File: config.mk
export PLATFORM = sky130hd
export DESIGN_NAME = udma_wr_rx
export DESIGN_NICKNAME = d
export VERILOG_FILES = /design/src/rtl/udma_rx_pkg.sv /design/src/rtl/udma_rx_sync.sv /design/src/rtl/udma_rx_fifo.sv /design/src/rtl/udma_rx_ctrl.sv /design/src/rtl/udma_wr_rx.sv
export SDC_FILE = /design/constraint.sdc
export NUM_CORES = 1
export LEC_CHECK = 0
export BUFFER_PORTS_ARGS = -buffer_cell sky130_fd_sc_hd__buf_2
export CAP_MARGIN = 20
export CORE_MARGIN = 4
export CORE_UTILIZATION = 59
export CTS_CLUSTER_DIAMETER = 120
export CTS_CLUSTER_SIZE = 16
export DETAILED_ROUTE_END_ITERATION = 6
export GPL_ROUTABILITY_DRIVEN = 0
export PLACE_DENSITY = 0.79
export SYNTH_ARGS = -nofsm -noshare
export SYNTH_HDL_FRONTEND = slang
export SYNTH_SLANG_ARGS = --single-unit
File: constraint.sdc
create_clock -name clk -period 3.65 [get_ports clk]
set_input_delay 0.73 -clock clk [delete_from_list [all_inputs] [get_ports clk]]
set_output_delay 0.73 -clock clk [all_outputs]
set_load 0.01 [all_outputs]
File: src/rtl/udma_rx_pkg.sv
// Package: shared types for the Ultra DMA write data receiver.
// Assumes nothing beyond SystemVerilog 2017 enum support.
package udma_rx_pkg;
    typedef enum logic [1:0] {
        RX_IDLE = 2'd0,
        RX_ARM  = 2'd1,
        RX_XFER = 2'd2
    } rx_state_t;
endpackage

File: src/rtl/udma_rx_sync.sv
// Module: multi-stage flop synchroniser for a bundle of asynchronous lines.
// Assumes each line is slow compared with clk, so bits may be treated
// independently; resets every stage to zero.
module udma_rx_sync #(
    parameter int W      = 1,
    parameter int STAGES = 2
) (
    input  logic         clk,
    input  logic         rst_n,
    input  logic [W-1:0] d,
    output logic [W-1:0] q
);
    logic [W-1:0] stg [STAGES];

    // First stage samples the asynchronous input.
    always_ff @(posedge clk) begin
        if (!rst_n) stg[0] <= '0;
        else        stg[0] <= d;
    end

    // Remaining stages shift the sample onward.
    for (genvar i = 1; i < STAGES; i++) begin : g_stage
        always_ff @(posedge clk) begin
            if (!rst_n) stg[i] <= '0;
            else        stg[i] <= stg[i-1];
        end
    end

    assign q = stg[STAGES-1];
endmodule

File: src/rtl/udma_rx_fifo.sv
// Module: small synchronous FIFO with a sticky overflow flag.
// Assumes one writer pulse per word; a push into a full FIFO without a
// simultaneous pop drops the word and sets ovf until reset.
module udma_rx_fifo #(
    parameter int W     = 16,
    parameter int DEPTH = 8
) (
    input  logic         clk,
    input  logic         rst_n,
    input  logic         push,
    input  logic [W-1:0] push_data,
    output logic [W-1:0] rd_data,
    output logic         rd_valid,
    input  logic         rd_ready,
    output logic         ovf
);
    localparam int AW  = (DEPTH > 1) ? $clog2(DEPTH) : 1;
    localparam int LVW = $clog2(DEPTH + 1);

    logic [W-1:0]   mem [DEPTH];
    logic [AW-1:0]  wr_ptr, rd_ptr;
    logic [LVW-1:0] level;
    logic           pop, accept;

    assign pop      = rd_valid && rd_ready;
    assign accept   = push && ((level < LVW'(DEPTH)) || pop);
    assign rd_valid = (level != '0);
    assign rd_data  = mem[rd_ptr];

    // Storage write for accepted words.
    always_ff @(posedge clk) begin
        if (accept) mem[wr_ptr] <= push_data;
    end

    // Pointer, fill level and sticky overflow maintenance.
    always_ff @(posedge clk) begin
        if (!rst_n) begin
            wr_ptr <= '0;
            rd_ptr <= '0;
            level  <= '0;
            ovf    <= 1'b0;
        end else begin
            if (accept) wr_ptr <= (wr_ptr == AW'(DEPTH-1)) ? '0 : wr_ptr + 1'b1;
            if (pop)    rd_ptr <= (rd_ptr == AW'(DEPTH-1)) ? '0 : rd_ptr + 1'b1;
            if (accept && !pop)      level <= level + 1'b1;
            else if (!accept && pop) level <= level - 1'b1;
            if (push && !accept)     ovf <= 1'b1;
        end
    end
endmodule

File: src/rtl/udma_rx_ctrl.sv
// Module: burst state machine, double-edge strobe detector and word counter.
// Assumes strobe, STOP and write lines arrive already synchronised and the
// data word is registered one cycle after the strobe sample.
module udma_rx_ctrl
    import udma_rx_pkg::*;
#(
    parameter int W  = 16,
    parameter int CW = 16
) (
    input  logic          clk,
    input  logic          rst_n,
    input  logic          start_req,
    input  logic          wr_s,
    input  logic          stop_s,
    input  logic          strb_s,
    input  logic [W-1:0]  data_q,
    output logic          push,
    output logic [W-1:0]  push_data,
    output logic          active,
    output logic          stopped,
    output logic [CW-1:0] count
);
    rx_state_t state, state_nx;
    logic      strb_prev;
    logic      start_ok;

    assign start_ok  = (state == RX_IDLE) && start_req && !wr_s;
    assign push      = (state == RX_XFER) && !stop_s && (strb_s != strb_prev);
    assign push_data = data_q;
    assign active    = (state != RX_IDLE);

    // Next-state choice for the burst sequence.
    always_comb begin
        state_nx = state;
        unique case (state)
            RX_IDLE: if (start_ok) state_nx = RX_ARM;
            RX_ARM:  if (!stop_s)  state_nx = RX_XFER;
            RX_XFER: if (stop_s)   state_nx = RX_IDLE;
            default:               state_nx = RX_IDLE;
        endcase
    end

    // State register and strobe reference level.
    always_ff @(posedge clk) begin
        if (!rst_n) begin
            state     <= RX_IDLE;
            strb_prev <= 1'b0;
        end else begin
            state     <= state_nx;
            strb_prev <= strb_s;
        end
    end

    // Terminated flag and per-burst word counter.
    always_ff @(posedge clk) begin
        if (!rst_n) begin
            stopped <= 1'b0;
            count   <= '0;
        end else if (start_ok) begin
            stopped <= 1'b0;
            count   <= '0;
        end else begin
            if ((state == RX_XFER) && stop_s) stopped <= 1'b1;
            if (push) count <= count + 1'b1;
        end
    end
endmodule

File: src/rtl/udma_wr_rx.sv
// Module: top of the Ultra DMA write data receiver.
// Assumes clk runs at least 4x the host strobe toggle rate and the host
// holds data stable around each strobe transition.
module udma_wr_rx #(
    parameter int DATA_W     = 16,
    parameter int FIFO_DEPTH = 8,
    parameter int CNT_W      = 16,
    parameter int SYNC_STG   = 2
) (
    input  logic              clk,
    input  logic              rst_n,
    input  logic              burst_req,
    input  logic              host_wr,
    input  logic              host_stop,
    input  logic              host_strobe,
    input  logic [DATA_W-1:0] host_data,
    output logic [DATA_W-1:0] out_data,
    output logic              out_valid,
    input  logic              out_ready,
    output logic              burst_active,
    output logic              burst_stopped,
    output logic [CNT_W-1:0]  word_count,
    output logic              overflow_err
);
    logic [2:0]        sync_q;
    logic              wr_sync, stop_sync, strb_sync;
    logic [DATA_W-1:0] data_q;
    logic              cap_push;
    logic [DATA_W-1:0] cap_data;

    udma_rx_sync #(.W(3), .STAGES(SYNC_STG)) sync_i (
        .clk(clk), .rst_n(rst_n),
        .d({host_wr, host_stop, host_strobe}), .q(sync_q)
    );
    assign {wr_sync, stop_sync, strb_sync} = sync_q;

    // Data bus register, one cycle behind the strobe's first sample.
    always_ff @(posedge clk) begin
        if (!rst_n) data_q <= '0;
        else        data_q <= host_data;
    end

    udma_rx_ctrl #(.W(DATA_W), .CW(CNT_W)) ctrl_i (
        .clk(clk), .rst_n(rst_n), .start_req(burst_req),
        .wr_s(wr_sync), .stop_s(stop_sync), .strb_s(strb_sync),
        .data_q(data_q), .push(cap_push), .push_data(cap_data),
        .active(burst_active), .stopped(burst_stopped), .count(word_count)
    );

    udma_rx_fifo #(.W(DATA_W), .DEPTH(FIFO_DEPTH)) fifo_i (
        .clk(clk), .rst_n(rst_n), .push(cap_push), .push_data(cap_data),
        .rd_data(out_data), .rd_valid(out_valid), .rd_ready(out_ready),
        .ovf(overflow_err)
    );
endmodule

==> summary.md <==
| Metric | Value |
|---|---|
| Final wirelength | `12.25 mm` |
| Layout cells sized above 1 | `0.3153` |
| Mapped Avg Cell Area | `16.99 µm²` |
| Antenna Cells | `0` |
| Global-route wire length before repair | `20.04 mm` |
| WP data arrival | `2.30 ns` |
| Post-layout util | `0.7039` |
| Max Cap Viol | `0` |
| Primary FF master, synth | `edfxtp_1` |
| Initial DRT Pass Iterations | `4` |
| Crit. End Element | `output pin` |
| Lkg Pwr | `2.822 nW` |
| Die ar. | `0.01379 mm²` |
| Post-synth EDFFs | `128` |
| Clock latency on the worst-skew pair | `0.42 ns` |
| Setup TNS | `0 ns` |
| Status | `complete, no violations` |
| Via-to-Cell Ratio | `5.700` |
| Pin count of the biggest net entering global routing | `39` |
| CP startpoint kind | `register` |
| CTS Hold Buffers Added | `0` |
| H-tree depth | `4` |
| Hpwl dp | `7.297 mm` |
| CTS tree | `done` |
| Vias in the first global route | `3741` |
| Final worst setup slack | `0.6206 ns` |
| CTS Buffer Depth | `2` |
| Net count reported at finish | `517` |
| Clk_skew | `0.007180 ns` |
| CTS clk-pin slew, worst paths | `0.06 ns` |
| FMAX | `0.3301 GHz` |
| Input/output buffers | `58` |
| CTS buffer count | `17` |
| Final Hold Fails | `0` |
| VDD IR max | `448.8 µV` |
| Antenna Violating Nets Remaining | `0` |
| Slew headroom | `0.3767` |
| Crit share post-route | `0.8300` |
| Total number of vias | `3654` |
| Synth Register Bits | `184` |
| Drt wl/cell | `19.10 µm` |
| PwrDens | `598.5 mW/mm²` |
| Unrepaired setup endpoints after global routing | `false` |
| # fillers | `725` |
| Core area | `0.01156 mm²` |
| CTS root buf | `clkbuf_16` |
| Post CTS Setup Buffer Count | `0` |
| Distinct cell type count after synthesis | `42` |
| Drc violations | `0` |
| Ys async rst share | `0` |
| Count of pins over their slew limit | `0` |
| Place WS | `0.9313 ns` |
| P&R area growth vs syn | `15.19%` |
| Cells after Synth | `416` |
| Die X | `117.4 µm` |
| CP required | `2.92 ns` |
| Tot GR Track Use | `0.1924` |
| Initial antenna violation count | `0` |
| Crit path time final | `3.029 ns` |
| Worst-margin pin slew | `0.9337 ns` |
| Violation count after the first detailed-route iteration | `257` |
| Netlist Area Pre-Place | `0.007067 mm²` |
| Final Setup Violations | `0` |
| Mapped Nets | `448` |
| Tightest Hold Check Type | `reg -> reg` |
| Ys Warns | `0` |
| GRT overflow | `0` |
| Sequential area share after synthesis | `0.7025` |
| Starting density of the core | `0.6111` |
| Kind of critical path | `reg -> out` |
| Post_cts resized | `0` |
| Row count | `39` |
| Die height | `117.4 µm` |
| CP max FO | `32` |
| Clock Sinks | `184` |
| I/O pins | `59` |
| Hold Slack | `0.4379 ns` |
==> flip-flops by register name, summed over array words and instances (netlist names), 2 cells and up, named ones only <==
signal,flops
fifo_i.rd_ptr,3
data_q,16
fifo_i.mem,128
ctrl_i.count,16
fifo_i.wr_ptr,3
sync_i.stg,6
fifo_i.level,4
ctrl_i.state,2
==> per-stage QoR <==
stage / instance area [µm²] / std cells / power [mW]
final: 8140 / 641 / 4.872
after global routing: 8140 / 641 / 5.090
after CTS: 8140 / 641 / 4.914
after detailed placement: 7550 / 609 / 3.114
after global placement: 7550 / 609 / 3.100
after floorplan: 7067 / 416 / 2.940
==> worst max-delay path, cell delays in order (launching register included) <==
cell and delay, ns:
dfxtp_2 0.31, buf_4 0.51, mux4_2 0.60, mux2_2 0.29, buf_2 0.14
==> cell usage after synthesis (6+ instances only) <==
master / n / area share
clkbuf_1: 10 / 0.0053
nand2_1: 16 / 0.0085
dfxtp_1: 56 / 0.16
nand4_1: 8 / 0.0071
edfxtp_1: 128 / 0.54
mux2_2: 16 / 0.025
ha_1: 8 / 0.014
a21oi_1: 12 / 0.0085
nor2_1: 11 / 0.0058
xor2_1: 6 / 0.0074
and2_1: 29 / 0.026
or4_1: 8 / 0.0085
o31ai_1: 7 / 0.0074
mux4_2: 32 / 0.10
==> logic make-up (layout without fill, tap and decap cells) <==
logic type,after synthesis,after routing,synth area share
adder cells (fa/ha/maj),9,9,0.01700
AO/OA/AOI/OAI,32,32,0.03010
flip-flops,184,184,0.7026
buffers and inverters,23,105,0.01523
XOR/XNOR,10,10,0.01346
AND/OR/NAND/NOR,107,107,0.08994
multiplexers,51,51,0.1317
==> final cells by class <==
class	instances	area [µm²]	area share
flip-flops and latches	184	4966	0.6101
multi-input cells	209	2021	0.2482
clock buffers	23	467.9	0.05749
repair buffers	68	365.4	0.04488
well taps	143	178.9	0.02198
clock inverters	9	122.6	0.01506
inverters	5	18.77	0.002306
==> power breakdown <==
part	switching [mW]	internal, mW
sequential	0.0522	2.28
combinational	0.335	0.390
clock	0.707	1.11
==> path summary, 6_finish.rpt <==
path | startpoint | end | slack (ns) | depth (start not counted)
setup / recovery | register | out_data[4] | 0.62 | 4
hold / removal | sync_i.stg[0][1]$_SDFF_PN0_ | sync_i.stg[1][1]$_SDFF_PN0_ | 0.44 | 1
setup reg to reg | ctrl_i.state[1]$_SDFFE_PN0P_ | fifo_i.level[3]$_SDFFE_PN0P_ | 0.89 | 10
hold reg to reg | sync_i.stg[0][1]$_SDFF_PN0_ | sync_i.stg[1][1]$_SDFF_PN0_ | 0.44 | 1
==> cell usage in the layout (no fill, tap or decap), types with 8 or more instances in the layout <==
master	netlist	final
edfxtp_1	128	128
buf_2	5	58
dfxtp_1	56	55
mux4_2	32	32
and2_1	29	29
clkbuf_16	0	17
mux2_2	16	16
nand2_1	16	16
a21oi_1	12	12
nor2_1	11	11
buf_4	0	10
or4_1	8	8
nand4_1	8	8
ha_1	8	8
==> layer usage <==
metal,vias to the layer above,track usage,routed length [µm],share of wire
met3,23,0.04957,552,0.045
met5,-,0,0,0
li1,1755,-,-,-
met2,86,0.3071,6061,0.49
met4,0,0.07771,256,0.021
met1,1790,0.2556,5376,0.44
Power figures use the tool's default switching activity.
